--- config.mk ---
export PLATFORM = sky130hd
export DESIGN_NAME = uart_rx_break
export DESIGN_NICKNAME = d
export VERILOG_FILES = /design/src/rtl/uart_rx_pkg.sv /design/src/rtl/uart_rx_frame.sv /design/src/rtl/rx_char_fifo.sv /design/src/rtl/uart_rx_break.sv
export SDC_FILE = /design/constraint.sdc
export NUM_CORES = 1
export LEC_CHECK = 0
export BUFFER_PORTS_ARGS = -buffer_cell sky130_fd_sc_hd__buf_2
export CORE_MARGIN = 5
export CORE_UTILIZATION = 60
export CTS_CLUSTER_DIAMETER = 100
export DETAILED_ROUTE_END_ITERATION = 12
export GPL_ROUTABILITY_DRIVEN = 0
export PLACE_DENSITY = 0.79
export SLEW_MARGIN = 10
export SYNTH_ARGS = -nofsm -noshare
export SYNTH_HDL_FRONTEND = slang
export SYNTH_HIERARCHICAL = 1
export SYNTH_SLANG_ARGS = --single-unit
--- constraint.sdc ---
create_clock -name clk -period 4.9 [get_ports clk]
set_clock_uncertainty 0.1 [all_clocks]
set_input_delay 0.245 -clock clk [delete_from_list [all_inputs] [get_ports clk]]
set_output_delay 0.245 -clock clk [all_outputs]
set_load 0.005 [all_outputs]
--- src/rtl/uart_rx_pkg.sv ---
package uart_rx_pkg;

    typedef enum logic [2:0] {
        RX_IDLE,
        RX_START,
        RX_DATA,
        RX_PARITY,
        RX_STOP,
        RX_BRK_WAIT
    } rx_state_t;

    typedef enum logic [1:0] {
        PAR_ODD   = 2'b00,
        PAR_EVEN  = 2'b01,
        PAR_MARK  = 2'b10,
        PAR_SPACE = 2'b11
    } par_mode_t;

    typedef struct packed {
        logic       brk;
        logic       frm;
        logic       par;
        logic [7:0] data;
    } rx_char_t;

endpackage

--- src/rtl/uart_rx_frame.sv ---
module uart_rx_frame
    import uart_rx_pkg::*;
#(
    parameter int unsigned OSR = 16
) (
    input  logic       clk,
    input  logic       rst_n,
    input  logic       rxd,
    input  logic       baud_tick,
    input  logic [1:0] len_sel,
    input  logic       par_en,
    input  logic [1:0] par_sel,
    output logic       push,
    output rx_char_t   char_o
);
    localparam int unsigned CNTW = $clog2(OSR);
    localparam logic [CNTW-1:0] MID_CNT  = CNTW'(OSR / 2 - 1);
    localparam logic [CNTW-1:0] LAST_CNT = CNTW'(OSR - 1);

    rx_state_t       state_q, state_d;
    logic [CNTW-1:0] tick_cnt;
    logic [2:0]      bit_idx;
    logic [7:0]      data_q;
    logic            par_q;
    logic            start_mid, bit_mid, last_bit, is_break, par_exp;
    par_mode_t       par_mode;

    assign par_mode  = par_mode_t'(par_sel);
    assign start_mid = baud_tick && (tick_cnt == MID_CNT);
    assign bit_mid   = baud_tick && (tick_cnt == LAST_CNT);
    assign last_bit  = (bit_idx == (3'd4 + {1'b0, len_sel}));
    assign is_break  = !rxd && (data_q == 8'h00) && !(par_en && par_q);

    // state register
    always_ff @(posedge clk or negedge rst_n) begin
        if (!rst_n) state_q <= RX_IDLE;
        else        state_q <= state_d;
    end

    // transitions
    always_comb begin
        state_d = state_q;
        unique case (state_q)
            RX_IDLE:     if (baud_tick && !rxd) state_d = RX_START;
            RX_START:    if (start_mid) state_d = rxd ? RX_IDLE : RX_DATA;
            RX_DATA:     if (bit_mid && last_bit) state_d = par_en ? RX_PARITY : RX_STOP;
            RX_PARITY:   if (bit_mid) state_d = RX_STOP;
            RX_STOP:     if (bit_mid) state_d = is_break ? RX_BRK_WAIT : RX_IDLE;
            RX_BRK_WAIT: if (rxd) state_d = RX_IDLE;
            default:     state_d = RX_IDLE;
        endcase
    end

    // sample counters and shift data
    always_ff @(posedge clk or negedge rst_n) begin
        if (!rst_n) begin
            tick_cnt <= '0;
            bit_idx  <= '0;
            data_q   <= '0;
            par_q    <= 1'b0;
        end else begin
            if (state_q == RX_IDLE || state_q == RX_BRK_WAIT) begin
                tick_cnt <= '0;
                bit_idx  <= '0;
                data_q   <= '0;
                par_q    <= 1'b0;
            end else if (baud_tick) begin
                tick_cnt <= (state_q == RX_START && start_mid) ? '0 : tick_cnt + 1'b1;
                if (state_q == RX_DATA && bit_mid) begin
                    data_q[bit_idx] <= rxd;
                    bit_idx         <= bit_idx + 3'd1;
                end
                if (state_q == RX_PARITY && bit_mid) par_q <= rxd;
            end
        end
    end

    // expected parity bit for the selected mode
    always_comb begin
        unique case (par_mode)
            PAR_ODD:   par_exp = ~^data_q;
            PAR_EVEN:  par_exp = ^data_q;
            PAR_MARK:  par_exp = 1'b1;
            PAR_SPACE: par_exp = 1'b0;
            default:   par_exp = 1'b0;
        endcase
    end

    // outputs
    always_comb begin
        push        = (state_q == RX_STOP) && bit_mid;
        char_o.data = data_q;
        char_o.brk  = is_break;
        char_o.frm  = !rxd && !is_break;
        char_o.par  = par_en && (par_q != par_exp) && !is_break;
    end

endmodule

--- src/rtl/rx_char_fifo.sv ---
module rx_char_fifo
    import uart_rx_pkg::*;
#(
    parameter int unsigned DEPTH = 16
) (
    input  logic                       clk,
    input  logic                       rst_n,
    input  logic                       push,
    input  rx_char_t                   wdata,
    input  logic                       rd_en,
    output rx_char_t                   rdata,
    output logic [$clog2(DEPTH+1)-1:0] count,
    output logic                       full,
    output logic                       pop
);
    localparam int unsigned PW = (DEPTH > 1) ? $clog2(DEPTH) : 1;
    localparam int unsigned CW = $clog2(DEPTH + 1);
    localparam logic [PW-1:0] PTR_LAST = PW'(DEPTH - 1);
    localparam logic [CW-1:0] CNT_FULL = CW'(DEPTH);

    rx_char_t      mem [DEPTH];
    logic [PW-1:0] wr_ptr, rd_ptr;
    logic          wr_ok;

    assign full  = (count == CNT_FULL);
    assign pop   = rd_en && (count != '0);
    assign wr_ok = push && (!full || pop);
    assign rdata = mem[rd_ptr];

    always_ff @(posedge clk) begin
        if (wr_ok) mem[wr_ptr] <= wdata;
    end

    always_ff @(posedge clk or negedge rst_n) begin
        if (!rst_n) begin
            wr_ptr <= '0;
            rd_ptr <= '0;
            count  <= '0;
        end else begin
            if (wr_ok) wr_ptr <= (wr_ptr == PTR_LAST) ? '0 : wr_ptr + 1'b1;
            if (pop)   rd_ptr <= (rd_ptr == PTR_LAST) ? '0 : rd_ptr + 1'b1;
            if (wr_ok && !pop)      count <= count + 1'b1;
            else if (pop && !wr_ok) count <= count - 1'b1;
        end
    end

endmodule

--- src/rtl/uart_rx_break.sv ---
module uart_rx_break
    import uart_rx_pkg::*;
#(
    parameter int unsigned DEPTH = 16,
    parameter int unsigned OSR   = 16
) (
    input  logic       clk,
    input  logic       rst_n,
    input  logic       rxd,
    input  logic       baud_tick,
    input  logic [5:0] line_ctl,
    input  logic       rd_en,
    output logic [7:0] rx_data,
    output logic       rx_ready,
    output logic       err_parity,
    output logic       err_frame,
    output logic       err_break,
    output logic       err_overrun
);
    localparam int unsigned CW = $clog2(DEPTH + 1);

    rx_char_t        frame_char, head;
    logic            frame_push, fifo_full, pop_fire, ovr_q;
    logic [CW-1:0]   fifo_count;
    logic            unused_stop_sel;

    assign unused_stop_sel = line_ctl[2];

    uart_rx_frame #(.OSR(OSR)) u_frame (
        .clk       (clk),
        .rst_n     (rst_n),
        .rxd       (rxd),
        .baud_tick (baud_tick),
        .len_sel   (line_ctl[1:0]),
        .par_en    (line_ctl[3]),
        .par_sel   (line_ctl[5:4]),
        .push      (frame_push),
        .char_o    (frame_char)
    );

    rx_char_fifo #(.DEPTH(DEPTH)) u_fifo (
        .clk   (clk),
        .rst_n (rst_n),
        .push  (frame_push),
        .wdata (frame_char),
        .rd_en (rd_en),
        .rdata (head),
        .count (fifo_count),
        .full  (fifo_full),
        .pop   (pop_fire)
    );

    always_ff @(posedge clk or negedge rst_n) begin
        if (!rst_n)                               ovr_q <= 1'b0;
        else if (frame_push && fifo_full && !pop_fire) ovr_q <= 1'b1;
        else if (rd_en)                           ovr_q <= 1'b0;
    end

    assign rx_ready    = (fifo_count != '0);
    assign rx_data     = rx_ready ? head.data : 8'h00;
    assign err_parity  = rx_ready && head.par;
    assign err_frame   = rx_ready && head.frm;
    assign err_break   = rx_ready && head.brk;
    assign err_overrun = ovr_q;

endmodule

==> metrics <==
status=finished, final reports clean; worst-skew pair later-pin latency=0.48 ns; asr flop ratio synth=0.158; cts repair resizes=0; hpwl dp=11600 µm; Layout area overhead=9.84%; largest net degree at the start of global routing=44; VDD IR max=0.000271 V; Syn Nets=615; CTS max path bufs=3; Fin Hold WS=0.0512 ns; Max Freq=approximately 270 MHz; Die Height=about 130 µm; first-pass GRT wire length=approximately 30000 µm; H-tree lvl count=1; Seq cells post-synth=~210; post-synth design cell area=9370 µm²; top post-synthesis cells by area=edfxtp_1 56%, dfrtp_1 8.8%, mux4_2 5.5%; final setup TNS=0 ns; most frequent cell after synthesis=edfxtp_1; TritonCTS Buffers=21; vias in the first global route=about 5100; CORE AREA=approximately 15000 µm²; max-cap viol count=0; CP max FO=10; total global routing overflow=0; Post-Syn Instances=587; Yosys top cell by area=edfxtp_1; final worst path period need=approximately 3.6 ns; Power Total=between 5 and 6 mW; RSZ-0062 raised after global routing=false; wire per inst=roughly 23 µm; final hold vios=0; worst slew pin tran=1.16 ns; die area=18200 µm²; Slew Viols, Final=0; clk slew on worst S/H paths=0.06 ns; # setup viols final=0; critical path required time=5.20 ns; Die X=135 µm; Startpoint Class=flop; fin crit share=0.743; drt total wl=19300 µm; DR vias=~5200; ANT nets after route=0; dpl cell area=9590 µm²; EDFF count, synth=176; initial DRC count=478; Remaining DRCs=0; post-synth top area share=0.564; critical path type=flop to flop; row count=45; DRT Pass-1 Iters=5; n_diodes=0; sequential area share after synthesis=0.652; syn_area_per_cell=about 16 µm²; CTS tree=yes; Final Cell Area=between 10000 and 15000 µm²; share of layout cells above drive strength 1=0.214; Top FF cell, synth=edfxtp_1; post-synth cell types=64; PwrDens=499 nW/µm²; arrival time worst endpoint=3.94 ns; # nets final=637; initial antenna violation count=0; commonest cells in the netlist=176 x edfxtp_1, 33 x dfrtp_1, 33 x inv_1; Initial Utilization=0.614; Worst Setup End Kind=flop; YS warnings=6; Root Buffer=clkbuf_16; clk sinks=209; worst hold-check path type=input pin to flop; IO Pins=24; # port buffers=22; LEAKAGE=3.71 nW; routed vias/inst=around 6.3; Global Route Usage Sum=0.217; Slew headroom=0.223
-- layout make-up --
cell class / instances / area, µm²
Clock inverter: 10 / 104
Inverter: 34 / 128
Tap cell: 211 / 264
Clock buffer: 26 / 574
Multi-Input combinational cell: 309 / 2900
Fill cell: 992 / 4970
Timing Repair Buffer: 34 / 205
Sequential cell: 209 / 6110
-- routing by layer --
layer,vias up,wire (µm),track usage
li1,2311,-,-
met3,41,1340,0.0350
met5,-,0,0
met1,2641,8060,0.303
met2,218,9290,0.355
met4,0,602,0.0694
-- worst paths after layout --
path	startpoint	to	slack [ns]	depth (start not counted)
worst max-delay path	u_frame/tick_cnt[0]	u_fifo/count[4]	1.26	12
worst min-delay path	rxd	u_frame/data_q[1]	0.05	3
worst max register to register	u_frame/tick_cnt[0]	u_fifo/count[4]	1.26	12
min in group asynchronous	rst_n	u_frame/state_q[2]	0.26	2
max in group asynchronous	rst_n	u_fifo/rd_ptr[1]	3.92	2
worst min register to register	err_overrun	err_overrun	0.43	2
-- worst max-delay path, cell delays in order, from the launching register on --
cell,delay (ns)
dfrtp_1,0.39
ha_1,0.33
and4_1,0.35
nand2_1,0.16
nor2_1,0.27
o21a_1,0.42
ha_1,0.29
inv_1,0.12
ha_1,0.31
a21o_1,0.19
a21oi_1,0.19
mux2i_1,0.28
xnor2_1,0.15
-- per-stage QoR --
| stage | utilization | worst slack (ns) | std cells |
|---|---|---|---|
| 3_3_place_gp | 0.629 | 1.55 | 795 |
| 2_1_floorplan | - | 2.01 | 587 |
| 6_report | 0.675 | 1.26 | 833 |
| 4_1_cts | 0.674 | 1.23 | 833 |
| 3_5_place_dp | 0.629 | 1.37 | 795 |
| 5_1_grt | 0.675 | 1.07 | 833 |
-- sequential cells by signal (all words and copies together) (netlist names) --
signal            flops
u_fifo/mem          176
u_frame/data_q        8
u_fifo/count          5
u_fifo/rd_ptr         4
u_fifo/wr_ptr         4
u_frame/tick_cnt      4
u_frame/bit_idx       3
u_frame/state_q       3
err_overrun           1
u_frame/par_q         1
-- power breakdown --
group	internal [mW]	leakage (nW)	switching, mW
clock	0.935	0.334	0.634
combinational	0.657	1.19	0.645
sequential	1.97	2.18	0.300
total	3.56	3.71	1.58
-- layout by cell type, fill, tap and decap left out, drive strengths merged, types with 3 or more instances in the layout --
cell and instances:
edfxtp 176, inv 34, dfrtp 33, mux4 33, buf 32, nand2 29
nor2 28, clkbuf 26, o21ai 25, mux2 23, ha 16, nor2b 15
xnor2 13, a221o 12, a21boi 12, o221ai 11, nor4 11, nand2b 10
mux2i 10, a21oi 8, clkinv 7, nor3 6, nand3 4, nand4 4
a21o 3, a211oi 3
-- logic make-up after synthesis --
kind of cell             share of synthesized area
AND/OR/NAND/NOR                             0.0736
multiplexers                                 0.122
XOR/XNOR                                    0.0131
adder cells (fa/ha/maj)                     0.0235
buffers and inverters                       0.0387
flip-flops                                   0.652
AO/OA/AOI/OAI                               0.0773
-- what timing repair did --
| action | in CTS | in global routing |
|---|---|---|
| endpoints found under the hold margin | 34 | 0 |
| hold buffers | 2 | 0 |
| endpoints found under the setup margin | 0 | 0 |
| buffers inserted | 0 | 0 |
No activity file was read; power rests on OpenSTA's default activity.
